--- config.mk ---
export PLATFORM = sky130hd
export DESIGN_NAME = pkt_page_mgr
export DESIGN_NICKNAME = d
export VERILOG_FILES = /design/src/rtl/pkt_page_mgr.sv
export SDC_FILE = /design/constraint.sdc
export NUM_CORES = 1
export LEC_CHECK = 0
export ABC_CLOCK_PERIOD_IN_PS = 6950
export BUFFER_PORTS_ARGS = -buffer_cell sky130_fd_sc_hd__buf_2
export CORE_ASPECT_RATIO = 1.5
export CORE_MARGIN = 5
export CORE_UTILIZATION = 30
export DETAILED_ROUTE_END_ITERATION = 7
export MAX_ROUTING_LAYER = met4
export REMOVE_ABC_BUFFERS = 1
export SETUP_SLACK_MARGIN = 0.05
export SLEW_MARGIN = 0
export SYNTH_ARGS = -nofsm -noshare
export SYNTH_HDL_FRONTEND = slang
export SYNTH_SLANG_ARGS = --single-unit
export TNS_END_PERCENT = 100
--- constraint.sdc ---
create_clock -name clk -period 6.95 [get_ports clk]
set_input_delay 1.39 -clock clk [delete_from_list [all_inputs] [get_ports clk]]
set_output_delay 1.39 -clock clk [all_outputs]
set_load 0.02 [all_outputs]
--- src/rtl/pkt_page_mgr.sv ---
module pkt_page_mgr #(
  parameter int NPAGES = 4,
  parameter int PW = (NPAGES > 1) ? $clog2(NPAGES) : 1
) (
  input  logic          clk,
  input  logic          rst_n,
  input  logic          cmd_wr,
  input  logic [2:0]    cmd_op,
  input  logic          pnum_wr,
  input  logic [PW-1:0] pnum_in,
  input  logic          ack_wr,
  input  logic [7:0]    ack_byte,
  input  logic          mask_wr,
  input  logic [7:0]    mask_byte,
  input  logic          tx_en,
  input  logic          auto_rel,
  input  logic          rx_arrive,
  output logic [7:0]    alloc_res,
  output logic [7:0]    pnum_q,
  output logic [7:0]    done_head,
  output logic [7:0]    rx_head,
  output logic [7:0]    used_cnt,
  output logic [7:0]    int_stat,
  output logic [7:0]    int_mask,
  output logic          irq
);
  localparam int CW = $clog2(NPAGES + 1);
  localparam logic [CW-1:0] FULL = CW'(NPAGES);
  localparam logic [7:0] FAIL = 8'h80;
  localparam logic [7:0] ACKABLE = 8'hD6;
  localparam int B_ALLOC = 3;
  localparam int B_TXE = 2;
  localparam int B_TX = 1;
  localparam int B_RCV = 0;

  logic [NPAGES-1:0] used_q, n_used;
  logic [PW-1:0] txq [NPAGES];
  logic [PW-1:0] dnq [NPAGES];
  logic [PW-1:0] rxq [NPAGES];
  logic [PW-1:0] n_txq [NPAGES];
  logic [PW-1:0] n_dnq [NPAGES];
  logic [PW-1:0] n_rxq [NPAGES];
  logic [CW-1:0] txl, dnl, rxl, n_txl, n_dnl, n_rxl;
  logic [7:0] res_q, n_res, stat_q, n_stat, mask_q, n_mask;
  logic [PW-1:0] pn_q, n_pn;
  logic rel;
  logic [PW:0] pk;

  function automatic logic [PW:0] pick_free(input logic [NPAGES-1:0] m);
    logic [PW:0] r;
    r = '0;
    for (int i = NPAGES - 1; i >= 0; i--)
      if (!m[i]) r = {1'b1, PW'(i)};
    return r;
  endfunction

  always_comb begin
    n_used = used_q;
    n_txq = txq;
    n_dnq = dnq;
    n_rxq = rxq;
    n_txl = txl;
    n_dnl = dnl;
    n_rxl = rxl;
    n_res = res_q;
    n_stat = stat_q;
    n_mask = mask_q;
    n_pn = pn_q;
    rel = 1'b0;
    pk = '0;

    if (cmd_wr) begin
      case (cmd_op)
        3'd1: begin
          n_res = FAIL;
          n_stat[B_ALLOC] = 1'b0;
          pk = pick_free(n_used);
          if (pk[PW]) begin
            n_used[pk[PW-1:0]] = 1'b1;
            n_res = 8'(pk[PW-1:0]);
            n_stat[B_ALLOC] = 1'b1;
          end
        end
        3'd2: begin
          n_used = '0;
          n_txl = '0;
          n_dnl = '0;
          n_rxl = '0;
          n_res = '0;
        end
        3'd3, 3'd4: begin
          if (n_rxl != '0) begin
            if (cmd_op == 3'd4) begin
              n_used[n_rxq[0]] = 1'b0;
              rel = 1'b1;
            end
            for (int i = 0; i < NPAGES - 1; i++) n_rxq[i] = n_rxq[i+1];
            n_rxl = n_rxl - CW'(1);
          end
          n_stat[B_RCV] = (n_rxl != '0);
        end
        3'd5: begin
          n_used[pn_q] = 1'b0;
          rel = 1'b1;
        end
        3'd6: begin
          if (n_txl != FULL) begin
            for (int i = 0; i < NPAGES; i++)
              if (CW'(i) == n_txl) n_txq[i] = pn_q;
            n_txl = n_txl + CW'(1);
          end
          if (tx_en) begin
            for (int i = 0; i < NPAGES; i++) begin
              if (CW'(i) < n_txl) begin
                if (auto_rel) begin
                  n_used[n_txq[i]] = 1'b0;
                  rel = 1'b1;
                end else if (n_dnl != FULL) begin
                  for (int j = 0; j < NPAGES; j++)
                    if (CW'(j) == n_dnl) n_dnq[j] = n_txq[i];
                  n_dnl = n_dnl + CW'(1);
                end
              end
            end
            n_txl = '0;
          end
        end
        3'd7: begin
          n_txl = '0;
          n_dnl = '0;
        end
        default: ;
      endcase
    end

    if (rel && n_res == FAIL) begin
      pk = pick_free(n_used);
      if (pk[PW]) begin
        n_used[pk[PW-1:0]] = 1'b1;
        n_res = 8'(pk[PW-1:0]);
        n_stat[B_ALLOC] = 1'b1;
      end
    end

    if (ack_wr) begin
      n_stat = n_stat & ~(ack_byte & ACKABLE);
      if (ack_byte[B_TX] && n_dnl != '0) begin
        for (int i = 0; i < NPAGES - 1; i++) n_dnq[i] = n_dnq[i+1];
        n_dnl = n_dnl - CW'(1);
      end
    end
    if (mask_wr) n_mask = mask_byte;
    if (pnum_wr) n_pn = pnum_in;

    if (rx_arrive && n_rxl != FULL) begin
      pk = pick_free(n_used);
      if (pk[PW]) begin
        n_used[pk[PW-1:0]] = 1'b1;
        for (int i = 0; i < NPAGES; i++)
          if (CW'(i) == n_rxl) n_rxq[i] = pk[PW-1:0];
        n_rxl = n_rxl + CW'(1);
        n_stat[B_RCV] = 1'b1;
      end
    end

    if (n_txl == '0) n_stat[B_TXE] = 1'b1;
    if (n_dnl != '0) n_stat[B_TX] = 1'b1;
  end

  always_ff @(posedge clk) begin
    if (!rst_n) begin
      used_q <= '0;
      txl <= '0;
      dnl <= '0;
      rxl <= '0;
      res_q <= '0;
      stat_q <= 8'h04;
      mask_q <= '0;
      pn_q <= '0;
      for (int i = 0; i < NPAGES; i++) begin
        txq[i] <= '0;
        dnq[i] <= '0;
        rxq[i] <= '0;
      end
    end else begin
      used_q <= n_used;
      txq <= n_txq;
      dnq <= n_dnq;
      rxq <= n_rxq;
      txl <= n_txl;
      dnl <= n_dnl;
      rxl <= n_rxl;
      res_q <= n_res;
      stat_q <= n_stat;
      mask_q <= n_mask;
      pn_q <= n_pn;
    end
  end

  assign alloc_res = res_q;
  assign pnum_q = 8'(pn_q);
  assign done_head = (dnl == '0) ? FAIL : 8'(dnq[0]);
  assign rx_head = (rxl == '0) ? FAIL : 8'(rxq[0]);
  assign used_cnt = 8'($countones(used_q));
  assign int_stat = stat_q;
  assign int_mask = mask_q;
  assign irq = |(stat_q & mask_q);
endmodule

==> metrics.md <==
| Metric | Value |
|---|---|
| Critical path required time | 7.14 ns |
| Cells on worst reg2reg path | 26 |
| Cell Area, Synth | 0.00509 mm2 |
| Most frequent cell after synthesis | dfxtp_1 |
| Placed Area | 0.00547 mm2 |
| Unrepaired setup endpoints after global routing | no |
| Drt wl/cell | 16.2 um |
| Period utilization | between 80% and 90% |
| Reg area | 0.00124 mm2 |
| Clock slew seen by the registers of the worst setup and hold paths | 0.06 ns |
| Yosys warnings | 0 |
| Worst-skew pair later-pin latency | around 0.32 ns |
| HP Start | int_stat[6]$_SDFFE_PN0P_ |
| Final Hold Vio Count | 0 |
| Clock Path Buffers | 2 |
| CP Launch Type | register |
| Post-synthesis xor/xnor area fraction | 1.18% |
| Routability cong. | 0.894 |
| Maximum VDD drop | 122 uV |
| Cell row count | between 50 and 60 |
| Post-CTS Resized | 0 |
| Cell family with most CP delay | adder cells |
| Clock sinks | 62 |
| Final Non-Filler Cells | 883 |
| Worst path most repeated cell | ha_1 |
| Slew Limit Fails | 0 |
| Mux cell area share after synthesis | 9.19% |
| Ant diodes | 0 |
| Adder-cell share of the synthesized area | 9.68% |
| IO Pins | 87 |
| Share of cells above drive strength 1 | 17.5% |
| First-pass GRT wire length | between 20 and 25 mm |
| Synthesized flop and latch total | 62 |
| Post-route setup TNS | 0 ns |
| Crit path max fanout | 10 |
| Final setup margin | 0.733 ns |
| Leakage power | 2.47 nW |
| Largest net degree at the start of global routing | 43 |
| Setup WS pre-CTS | 0.404 ns |
| Cell type with the largest total area after synthesis | dfxtp_1 |
| Grt ovf | 0 |
| Drt pass-1 iters | 4 |
| Vias in the first global route | 4637 |
| Final WL | about 14 mm |
| FF-to-FF Start | txl[0]$_SDFF_PN0_ |
| DRC viols | 0 |
| Multi-input logic area | ~0.0035 mm2 |
| Reg2reg setup slack | 0.73 ns |
| Initial DRC count | 256 |
| Power Density | 184 mW/mm2 |
| Asr flop ratio synth | 0% |
| Status | completed |
| Post-layout instance area | 0.00578 mm2 |
| Port-buffer cells | 61 |
| Actual slew at the worst max-slew pin | 1.08 ns |
| Hold Path Depth | 2 |
| Setup violators final | 0 |
| Starting Density | roughly 30% |
| Routed vias | 4706 |
| Core Area | around 0.017 mm2 |
| Synth Instances | approximately 620 |
| Max Cap Viol | 0 |
| Post-synthesis area per instance | 8.20 um2 |
| TritonCTS clock tree | yes |
| Post-Synth Simple-Gate Area | between 20% and 30% |
| Top_reg_cell synth | dfxtp_1 |
| CTS root buffer | clkbuf_16 |
| Most area-consuming cells after synthesis | dfxtp_1, ha_1, mux2i_1 |
| Bufs and invs on worst path | 4 |
| Worst Hold Class | reg2reg |
| Synth unique cells | between 80 and 90 |
| Fmax | 0.161 GHz |
| Register area share after synthesis | between 20 and 25% |
| Synth Area in Compound Gates | 24.5% |
| Area delta synth->final | 13.5% |
| EDFF count, synth | 0 |
| Critical Path AT | about 6.4 ns |
| Clock Skews | ~0.0066 ns |
| Worst setup EP type | register |
| Die X | 116 um |
| CTS H-tree lvls | 3 |
| CTS buffer count | 9 |
| Hold-fix buffers, CTS | 0 |
| Slowest stage cell, crit path | dfxtp_1 |
| Die H | around 170 um |
| Routed vias/inst | ~5.3 |
| DRT antenna net count | 0 |
| Placed Cells | 868 |
| Final nets | 737 |
| Worst Hold Endpoint | int_stat[6]$_SDFFE_PN0P_ |
| Fillers | 1774 |
| DP Wirelength | 11.4 mm |
| Largest family of logic cells by synthesized area | compound AO/OA/AOI/OAI gates |
| Synth top area share | about 24% |
| Worst setup path class | reg2reg |
| Worst path max stage delay | about 0.44 ns |
| Die area | slightly below 0.02 mm2 |
| Initial antenna violation count | 0 |
| R2r endpoint | int_stat[1]$_SDFFE_PN0P_ |
| Final core occ | 34.5% |
| GRT Overall Usage | 15.0% |
| Post-layout min period | about 6.2 ns |
| Synth top cells by count | dfxtp_1, nor2_1, nand2_1 |
| Post CTS Setup Buffer Count | 0 |
| Slew margin rel. | between 20% and 30% |
-- worst max-delay path by stage --
stage,start,end,slack (ns),cells after the start
global placement,auto_rel,int_stat[1]$_SDFFE_PN0P_,0.53,25
global route,txl[0]$_SDFF_PN0_,int_stat[1]$_SDFFE_PN0P_,0.30,26
detailed placement,auto_rel,int_stat[1]$_SDFFE_PN0P_,0.40,24
floorplan,auto_rel,int_stat[1]$_SDFFE_PN0P_,1.33,24
finish,txl[0]$_SDFF_PN0_,int_stat[1]$_SDFFE_PN0P_,0.73,26
CTS,txl[0]$_SDFF_PN0_,int_stat[1]$_SDFFE_PN0P_,0.69,26
-- stage by stage --
stage | hold slack, ns | total power, W
2_1_floorplan | 0.436 | 0.000538
3_3_place_gp | 0.443 | 0.000603
3_5_place_dp | 0.448 | 0.000604
4_1_cts | 0.456 | 0.00108
5_1_grt | 0.492 | 0.00112
6_report | 0.454 | 0.00106
-- cells in the final DEF, fill, tap and decap left out, drive strengths merged, types with 9 or more instances in the layout --
| cell type | n |
|---|---|
| conb | 22 |
| inv | 37 |
| clkbuf | 12 |
| nor3 | 15 |
| mux2i | 31 |
| buf | 65 |
| mux2 | 13 |
| a21o | 10 |
| nor2b | 9 |
| dfxtp | 62 |
| nand2 | 45 |
| nand2b | 12 |
| nand3 | 25 |
| a211oi | 15 |
| a21oi | 27 |
| nor2 | 58 |
| ha | 37 |
| and2 | 12 |
| o21ai | 22 |
-- sequential cells by signal (all words and copies together), names as in the netlist --
register,cells
int_stat,7
int_mask,8
rxl,3
dnq,8
rxq,8
txl,3
alloc_res,8
used_q,4
txq,8
pn_q,2
dnl,3
-- report_power, final --
part | internal [W] | switching [W]
logic | 0.0000759 | 0.000136
registers | 0.000369 | 0.0000160
clock network | 0.000304 | 0.000163
total | 0.000750 | 0.000315
-- cells by family (layout without fill, tap and decap cells) --
group                      count (synthesis)  count (layout)
xor gates and xnor gates                   6               6
DFF                                       62              62
adders and majority gates                 39              39
and+or+nand+nor                          220             220
other                                      1              22
muxes                                     44              44
AOI/OAI and AO/OA                        163             163
buffers and inverters                     86             117
-- metal layers --
metal,GRT usage (%),wire (um),vias to the layer above
li1,-,-,2326
met1,15.0,5250,2222
met2,27.8,7910,124
met3,2.10,488,34
met4,7.72,678,0
met5,-,0,-
-- area by class of cell --
cell class,instances,area share (%)
multi-input cells,494,60.4
clock buffers,12,4.61
inverters,37,2.40
flip-flops and latches,62,21.5
well taps,210,4.54
repair buffers,65,5.80
clock inverters,3,0.736
-- worst register-to-register path: cells and delay by family (launching register included) --
kind                       cells  cell delay [ns]
muxes                          1             0.15
xor gates and xnor gates       3             0.88
and+or+nand+nor                3             0.51
AOI/OAI and AO/OA              8             1.83
buffers and inverters          4             0.40
adders and majority gates      7             1.88
DFF                            1             0.44
(Power assumes the default switching activity.)
